===== config.mk =====
export PLATFORM = sky130hd
export DESIGN_NAME = periodic_irq_gen
export DESIGN_NICKNAME = d
export VERILOG_FILES = /design/src/rtl/pig_pkg.sv /design/src/rtl/pig_rate_decode.sv /design/src/rtl/pig_tick_counter.sv /design/src/rtl/pig_event_gen.sv /design/src/rtl/periodic_irq_gen.sv
export SDC_FILE = /design/constraint.sdc
export NUM_CORES = 1
export LEC_CHECK = 0
export BUFFER_PORTS_ARGS = -buffer_cell sky130_fd_sc_hd__buf_2
export CAP_MARGIN = 10
export CORE_ASPECT_RATIO = 2
export CORE_MARGIN = 5
export CORE_UTILIZATION = 50
export CTS_BUF_LIST = sky130_fd_sc_hd__clkbuf_16
export CTS_CLUSTER_SIZE = 40
export DETAILED_ROUTE_END_ITERATION = 8
export PLACE_DENSITY = 0.65
export SETUP_SLACK_MARGIN = 0.02
export SYNTH_ARGS = -nofsm -noshare
export SYNTH_HDL_FRONTEND = slang
export SYNTH_SLANG_ARGS = --single-unit

===== constraint.sdc =====
create_clock -name clk -period 3.75 [get_ports clk]
set_clock_uncertainty 0.05 [all_clocks]
set_input_delay 0.5625 -clock clk [delete_from_list [all_inputs] [get_ports clk]]
set_output_delay 0.5625 -clock clk [all_outputs]
set_load 0.005 [all_outputs]

===== src/rtl/pig_pkg.sv =====
package pig_pkg;
  localparam int CODE_W = 4;

  // Exponent of the period for a nonzero rate code; codes 1 and 2 fold onto 8 and 9.
  function automatic int unsigned rate_exp(input logic [CODE_W-1:0] code);
    if (code == 4'd1 || code == 4'd2) return int'(code) + 6;
    return int'(code) - 1;
  endfunction

  // Low-bit mask of the running count for a given exponent.
  function automatic logic [15:0] exp_mask(input int unsigned e);
    logic [16:0] one_hot;
    one_hot = 17'd1 << e;
    return one_hot[15:0] - 16'd1;
  endfunction
endpackage


===== src/rtl/pig_rate_decode.sv =====
module pig_rate_decode
  import pig_pkg::*;
#(
  parameter int CNT_W = 16
) (
  input  logic [CODE_W-1:0] rate_code,
  input  logic              pie_en,
  input  logic              sqw_en,
  output logic [CNT_W-1:0]  bound_mask,
  output logic              gen_active
);
  logic [15:0] full_mask;

  always_comb begin
    full_mask  = exp_mask(rate_exp(rate_code));
    bound_mask = full_mask[CNT_W-1:0];
    gen_active = (rate_code != '0) && (pie_en || sqw_en);
  end
endmodule


===== src/rtl/pig_tick_counter.sv =====
module pig_tick_counter #(
  parameter int CNT_W = 16
) (
  input  logic             clk,
  input  logic             rst_n,
  input  logic             tick,
  output logic [CNT_W-1:0] count,
  output logic [CNT_W-1:0] count_next
);
  assign count_next = count + 1'b1;

  always_ff @(posedge clk or negedge rst_n) begin
    if (!rst_n)    count <= '0;
    else if (tick) count <= count_next;
  end
endmodule


===== src/rtl/pig_event_gen.sv =====
module pig_event_gen #(
  parameter int CNT_W = 16
) (
  input  logic             clk,
  input  logic             rst_n,
  input  logic             tick,
  input  logic             gen_active,
  input  logic [CNT_W-1:0] bound_mask,
  input  logic [CNT_W-1:0] count_next,
  input  logic             pie_en,
  input  logic             sqw_en,
  output logic             boundary_hit,
  output logic             flag_set,
  output logic             irq_set,
  output logic             sqw_pulse
);
  assign boundary_hit = tick && gen_active && ((count_next & bound_mask) == '0);

  always_ff @(posedge clk or negedge rst_n) begin
    if (!rst_n) begin
      flag_set  <= 1'b0;
      irq_set   <= 1'b0;
      sqw_pulse <= 1'b0;
    end else begin
      flag_set  <= boundary_hit;
      irq_set   <= boundary_hit && pie_en;
      sqw_pulse <= boundary_hit && sqw_en;
    end
  end
endmodule


===== src/rtl/periodic_irq_gen.sv =====
module periodic_irq_gen
  import pig_pkg::*;
#(
  parameter int CNT_W = 16
) (
  input  logic              clk,
  input  logic              rst_n,
  input  logic              tick_32k,
  input  logic [CODE_W-1:0] rate_code,
  input  logic              pie_en,
  input  logic              sqw_en,
  output logic              flag_set,
  output logic              irq_set,
  output logic              sqw_pulse
);
  logic [CNT_W-1:0] bound_mask;
  logic             gen_active;
  logic [CNT_W-1:0] tick_cnt;
  logic [CNT_W-1:0] tick_cnt_next;
  logic             boundary_hit;

  pig_rate_decode #(.CNT_W(CNT_W)) u_dec (
    .rate_code (rate_code),
    .pie_en    (pie_en),
    .sqw_en    (sqw_en),
    .bound_mask(bound_mask),
    .gen_active(gen_active)
  );

  pig_tick_counter #(.CNT_W(CNT_W)) u_cnt (
    .clk       (clk),
    .rst_n     (rst_n),
    .tick      (tick_32k),
    .count     (tick_cnt),
    .count_next(tick_cnt_next)
  );

  pig_event_gen #(.CNT_W(CNT_W)) u_evt (
    .clk         (clk),
    .rst_n       (rst_n),
    .tick        (tick_32k),
    .gen_active  (gen_active),
    .bound_mask  (bound_mask),
    .count_next  (tick_cnt_next),
    .pie_en      (pie_en),
    .sqw_en      (sqw_en),
    .boundary_hit(boundary_hit),
    .flag_set    (flag_set),
    .irq_set     (irq_set),
    .sqw_pulse   (sqw_pulse)
  );
endmodule


# After elaboration in Yosys (flattened, before gate mapping)
# Cells that the tools add are included.
totals:
  in_bits: 9
  ff_bits: 19
  output_inout_bits: 3
  elab_cells: 24
classes:
  addsub: 4
  eq_ne: 2
  shifts: 1
  reduce_logical: 9
  n_mux: 3
  bitwise: 1
op_table:
  columns: ["op", "count"]
  rows:
  - ["$mux 32", 2]
  - ["$shl 1x32->16 const A", 1]
  - ["$add 16x1->16 const B", 1]
  - ["$and 16x16->16", 1]
  - ["$logic_not 16->1", 1]
  - ["$sub 16x1->16 const B", 1]
  - ["$add 4x3->5 const B", 1]
  - ["$logic_and 1x1->1", 5]
  - ["$sub 4x1->5 const B", 1]
  - ["$eq 4x1->1 const B", 1]
  - ["$eq 4x2->1 const B", 1]
  - ["$reduce_bool 4->1", 1]
  - ["$logic_or 1x1->1", 2]
  - ["$mux 1", 1]

# Depth between registers and ports, before layout
depth:
  ltp_word: 10
  mapped_depth: 16
  depth_no_buf: 14

# Hierarchy
# A second synthesis with hierarchy kept.
hier_totals:
  cells_unflattened: 232
  area_unflattened_um2: 1963.1
by_module_without_submodules:
  columns: ["mod", "instances", "area_each_um2", "cells_per_inst", "seq_area_each_um2"]
  rows:
  - ["pig_tick_counter", 1, 1032.2, 101, 400.4]
  - ["pig_rate_decode", 1, 743.2, 110, 0.0]
  - ["pig_event_gen", 1, 187.7, 21, 75.1]

# Worst setup path before layout
# No wires, ideal clock.
synth_path:
  path_kind: "in2reg"
  from: "input port rate_code[0]"
  to: "register u_evt.flag_set"
  arrival_ns: 3.415
  setup_ns: 0.080
  path_slack_ns: 0.205
  n_path_buf: 1
  path_stages: 13
  t_required_ns: 3.620
  path_cell_list: "buf_1 -> inv_1 -> ha_1 -> o21ba_2 -> or3_1 -> a31oi_4 -> nand2_1 -> ha_1 -> inv_1 -> xnor2_1 -> o32ai_1 -> or4_4 -> nor3b_2"
synth_via:
  elab_chain_len: 9
  word_cells_on_any_way: 16
  cone_classes: "3 x add/sub; 2 x eq/ne; 1 x shift; 3 x mux; 1 x bitwise; 6 x reduce/logical"
synth_rtl:
  columns: ["item", "line", "rtl"]
  rows:
  - ["start, declared", "periodic_irq_gen.sv:9", "input logic [CODE_W-1:0] rate_code,"]
  - ["branches (longest 8 deep; another with $sub 16x1->16)", null, null]
  - ["$logic_and 1x1->1 (*)", "pig_event_gen.sv:17", "assign boundary_hit = tick && gen_active && ((count_next & bound_mask) == '0);"]
  - ["via boundary_hit", "periodic_irq_gen.sv:20", "logic boundary_hit;"]
  - ["end signal, assigned", "pig_event_gen.sv:25", "flag_set <= boundary_hit;"]
  - ["end, declared", "pig_event_gen.sv:13", "output logic flag_set,"]
# Mark *: on every way through the listed nets, which the timed path passes.
# A chain may end at the register's enable or synchronous reset.

# Worst setup path after layout
# Same ends and word-level chain as after synthesis.

==> summary.txt <==
Routing
  – Vias: between 1,500 and 2,000
  – Residual DRC count: 0
  – Initial drt markers: 31
  – Post-Route WL: approximately 4400 µm
  – First-pass DRT Iterations: 4
  – Detail Route Antenna Nets: 0
  – Via density: slightly above 6
  – Routed len/inst: approximately 16 µm

Run status
  – Outcome: complete, no violations

Critical path
  – Flop-to-flop setup slack: 0.96 ns
  – Crit Path Max Fanout: 14
  – Worst path most repeated cell: ha_1
  – CP Capture Point: u_evt.flag_set$_DFF_PN0_
  – Slowest CP cell: or4_4
  – CP max stage delay: around 0.52 ns
  – Reg-to-reg critical path startpoint: u_cnt.count[0]$_DFFE_PN0P_
  – CP Depth: 13
  – Delay-heaviest family, CP: simple AND/OR/NAND/NOR gates
  – Setup CP Type: in2reg
  – Reg2reg end: u_evt.flag_set$_DFF_PN0_
  – Critical Path, Cell by Cell: buf_2, inv_1, ha_1, o21ba_2, or3_1, a31oi_4, nand2_1, ha_1, o221ai_1, a211oi_1, o31ai_1, or4_4, nor3b_2
  – Crit path launch: rate_code[0]
  – Worst Reg-to-Reg Cells: 9
  – CP Launch Type: primary input
  – Critical path buffer and inverter count: 2
  – Worst path arrival time: 3.60 ns
  – Worst EP required: 3.87 ns
  – CP Capture Type: flip-flop

Timing
  – Max Transition Viols Final: 0
  – Slew headroom: 51.0%
  – Fmax: around 290 MHz
  – Final hold violations: 0
  – Setup-failing EPs final: 0
  – Period utilization: 92.8%
  – Tightest Pin Transition: 0.717 ns
  – Final min period: 3.48 ns
  – RSZ-0062 raised after global routing: no
  – Sum Neg Setup Slack: 0 ns

Power and ir drop
  – Maximum vdd drop: 0.324 mV
  – Total Power: approximately 840 µW
  – Leakage power: 0.000857 µW
  – Pwr/cell area: 421 mW/mm²

Cells and area
  – Layout area overhead: 8.53%
  – Share of cells above drive strength 1: approximately 15%
  – ANT cells: 0
  – Nets: 244
  – Fill count: 354

Synthesis
  – Ys flop type: dfrtp_1
  – Synthesized area per cell: 8.45 µm²
  – Syn nets: 234
  – Area contributors post-synth: dfrtp_1 26%, xnor2_1 11%, ha_1 5.5%, nand2_1 4.3%, nor2_1 3.5%
  – Mux cell area share after synthesis: about 1.7%
  – Synth Area in Compound Gates: 20.7%
  – Adder-cell share of the synthesized area: approximately 6.1%
  – Largest family of logic cells by synthesized area: simple AND/OR/NAND/NOR gates
  – Post-synthesis register bit count: 19
  – Post-Synth Simple-Gate Area: 25.4%
  – Async S/R FF share, synth: 100%
  – EDFF count, synth: 0
  – Yosys cell types: 60
  – Top cell type's share of synthesized area: 25.9%
  – Post-synth top area cell: dfrtp_1
  – Syn Inst Count: 217
  – Post-synthesis xor/xnor area fraction: 14.3%
  – Ys Warns: 0
  – Mapped Area: 0.00183 mm²
  – Register area share after synthesis: 25.9%

Clock tree
  – Sink Count: 19
  – Clock buffer depth: 2
  – CTS tree: yes
  – Hold-fix buffers, CTS: 0
  – Clk slew on worst S/H paths: 0.06 ns
  – Skew-Pair Late Insertion Delay: 0.25 ns
  – Root Driver: clkbuf_16
  – Number of buffers created by CTS: 3
  – Post-CTS sizing: 0
  – Post-CTS Repair Setup Buffers: 0
  – Depth of the CTS H-tree: 1

Hold path
  – Worst hold path type: in2async

Global routing
  – Global route overflow: 0
  – All-Layer GR Usage: 19.6%
  – First-pass GRT wire length: 7450 µm
  – Initial antenna violation count: 0
  – Largest net degree at the start of global routing: 20
  – Number of global-route vias before repair: between 1,500 and 2,000

Floorplanning
  – # rows: 31
  – Die Width: 52.8 µm
  – Core box area: roughly 0.0036 mm²
  – Full die area: ~0.0051 mm²
  – Starting Density: 51.4%
  – I/O pins: 12
  – Die height: 95.7 µm

Place
  – Hpwl dp: 3670 µm
  – Routability cong.: 0.994
  – Port Buffer Count: 11

Flow run
  – # Max-Cap Violations: 0
-- per-stage QoR --
| step | utilization, % | hold slack, ns | worst slack [ns] | instance area [µm²] | cells |
|---|---|---|---|---|---|
| after floorplan | - | 0.217 | 0.205 | 1830 | 217 |
| after global placement | 53.6 | 0.426 | 0.206 | 1910 | 271 |
| after detailed placement | 53.6 | 0.450 | 0.0518 | 1910 | 271 |
| after CTS | 55.8 | 0.211 | 0.300 | 1990 | 275 |
| after global routing | 55.8 | 0.225 | 0.0942 | 1990 | 275 |
| final | 55.8 | 0.197 | 0.272 | 1990 | 275 |
-- placed cells by master (no fill, tap or decap), types with 5 or more instances in the layout --
cell,synthesis,layout
xnor2_1,24,24
o21ai_0,8,8
and3_1,5,5
buf_4,0,5
ha_1,8,8
nor2_1,17,17
inv_1,8,9
nand3_1,10,10
nand2_1,21,21
xor2_1,6,6
dfrtp_1,19,19
a21oi_1,8,8
buf_2,2,11
nand4_1,10,10
-- synth_stat cells (5+ instances only) --
cell     number
nor2_1       17
o21ai_0       8
nand4_1      10
a21oi_1       8
nand3_1      10
inv_1         8
xnor2_1      24
ha_1          8
nand2_1      21
and3_1        5
dfrtp_1      19
xor2_1        6
-- worst reg2reg max path, delay by kind of cell (launching register included) --
| family | cells | cell delay [ns] |
|---|---|---|
| XOR/XNOR | 1 | 0.14 |
| AND/OR/NAND/NOR | 4 | 0.66 |
| buffers and inverters | 1 | 0.18 |
| AO/OA/AOI/OAI | 2 | 0.90 |
| flip-flops | 1 | 0.47 |
| adder cells (fa/ha/maj) | 1 | 0.27 |
-- where the power goes --
group | internal [µW] | switching (µW) | total [µW]
sequential | 244 | 60.7 | 305
clock | 142 | 75.0 | 217
combinational | 150 | 166 | 317
total | 536 | 302 | 838
-- metal layers --
metal / up-vias / global-route usage [%] / share of wire, %
met1: 807 / 19.2 / 35
met5: - / 0 / 0
li1: 802 / - / -
met2: 37 / 37.3 / 59
met3: 14 / 3.60 / 2.4
met4: 0 / 9.17 / 3.6
-- registers in the layout, summed over array words and instances, names as in the netlist --
name             count
u_evt.irq_set        1
u_evt.flag_set       1
u_cnt.count         16
u_evt.sqw_pulse      1
-- cells by family after synthesis --
logic type	Yosys count
multiplexers	3
AND/OR/NAND/NOR	86
XOR/XNOR	30
flip-flops	19
buffers and inverters	19
AO/OA/AOI/OAI	51
adder cells (fa/ha/maj)	9
-- final cells by class --
class / count / area (µm²) / share of cell area, %
sequential: 19 / 475 / 23.9
timing repair buffer: 16 / 92.6 / 4.65
multi-input combinational: 179 / 1250 / 62.9
clock inverter: 1 / 3.75 / 0.189
clock buffer: 3 / 75.1 / 3.77
tap: 49 / 61.3 / 3.08
inverter: 8 / 30.0 / 1.51
-- worst min-delay path by stage --
| stage | to | slack (ns) |
|---|---|---|
| finish | u_cnt.count[2]$_DFFE_PN0P_ | 0.20 |
| global route | u_cnt.count[12]$_DFFE_PN0P_ | 0.22 |
| CTS | u_cnt.count[0]$_DFFE_PN0P_ | 0.21 |
| detailed placement | u_cnt.count[15]$_DFFE_PN0P_ | 0.45 |
| global placement | u_cnt.count[15]$_DFFE_PN0P_ | 0.43 |
| floorplan | u_cnt.count[0]$_DFFE_PN0P_ | 0.22 |
Power figures use the tool's default switching activity.
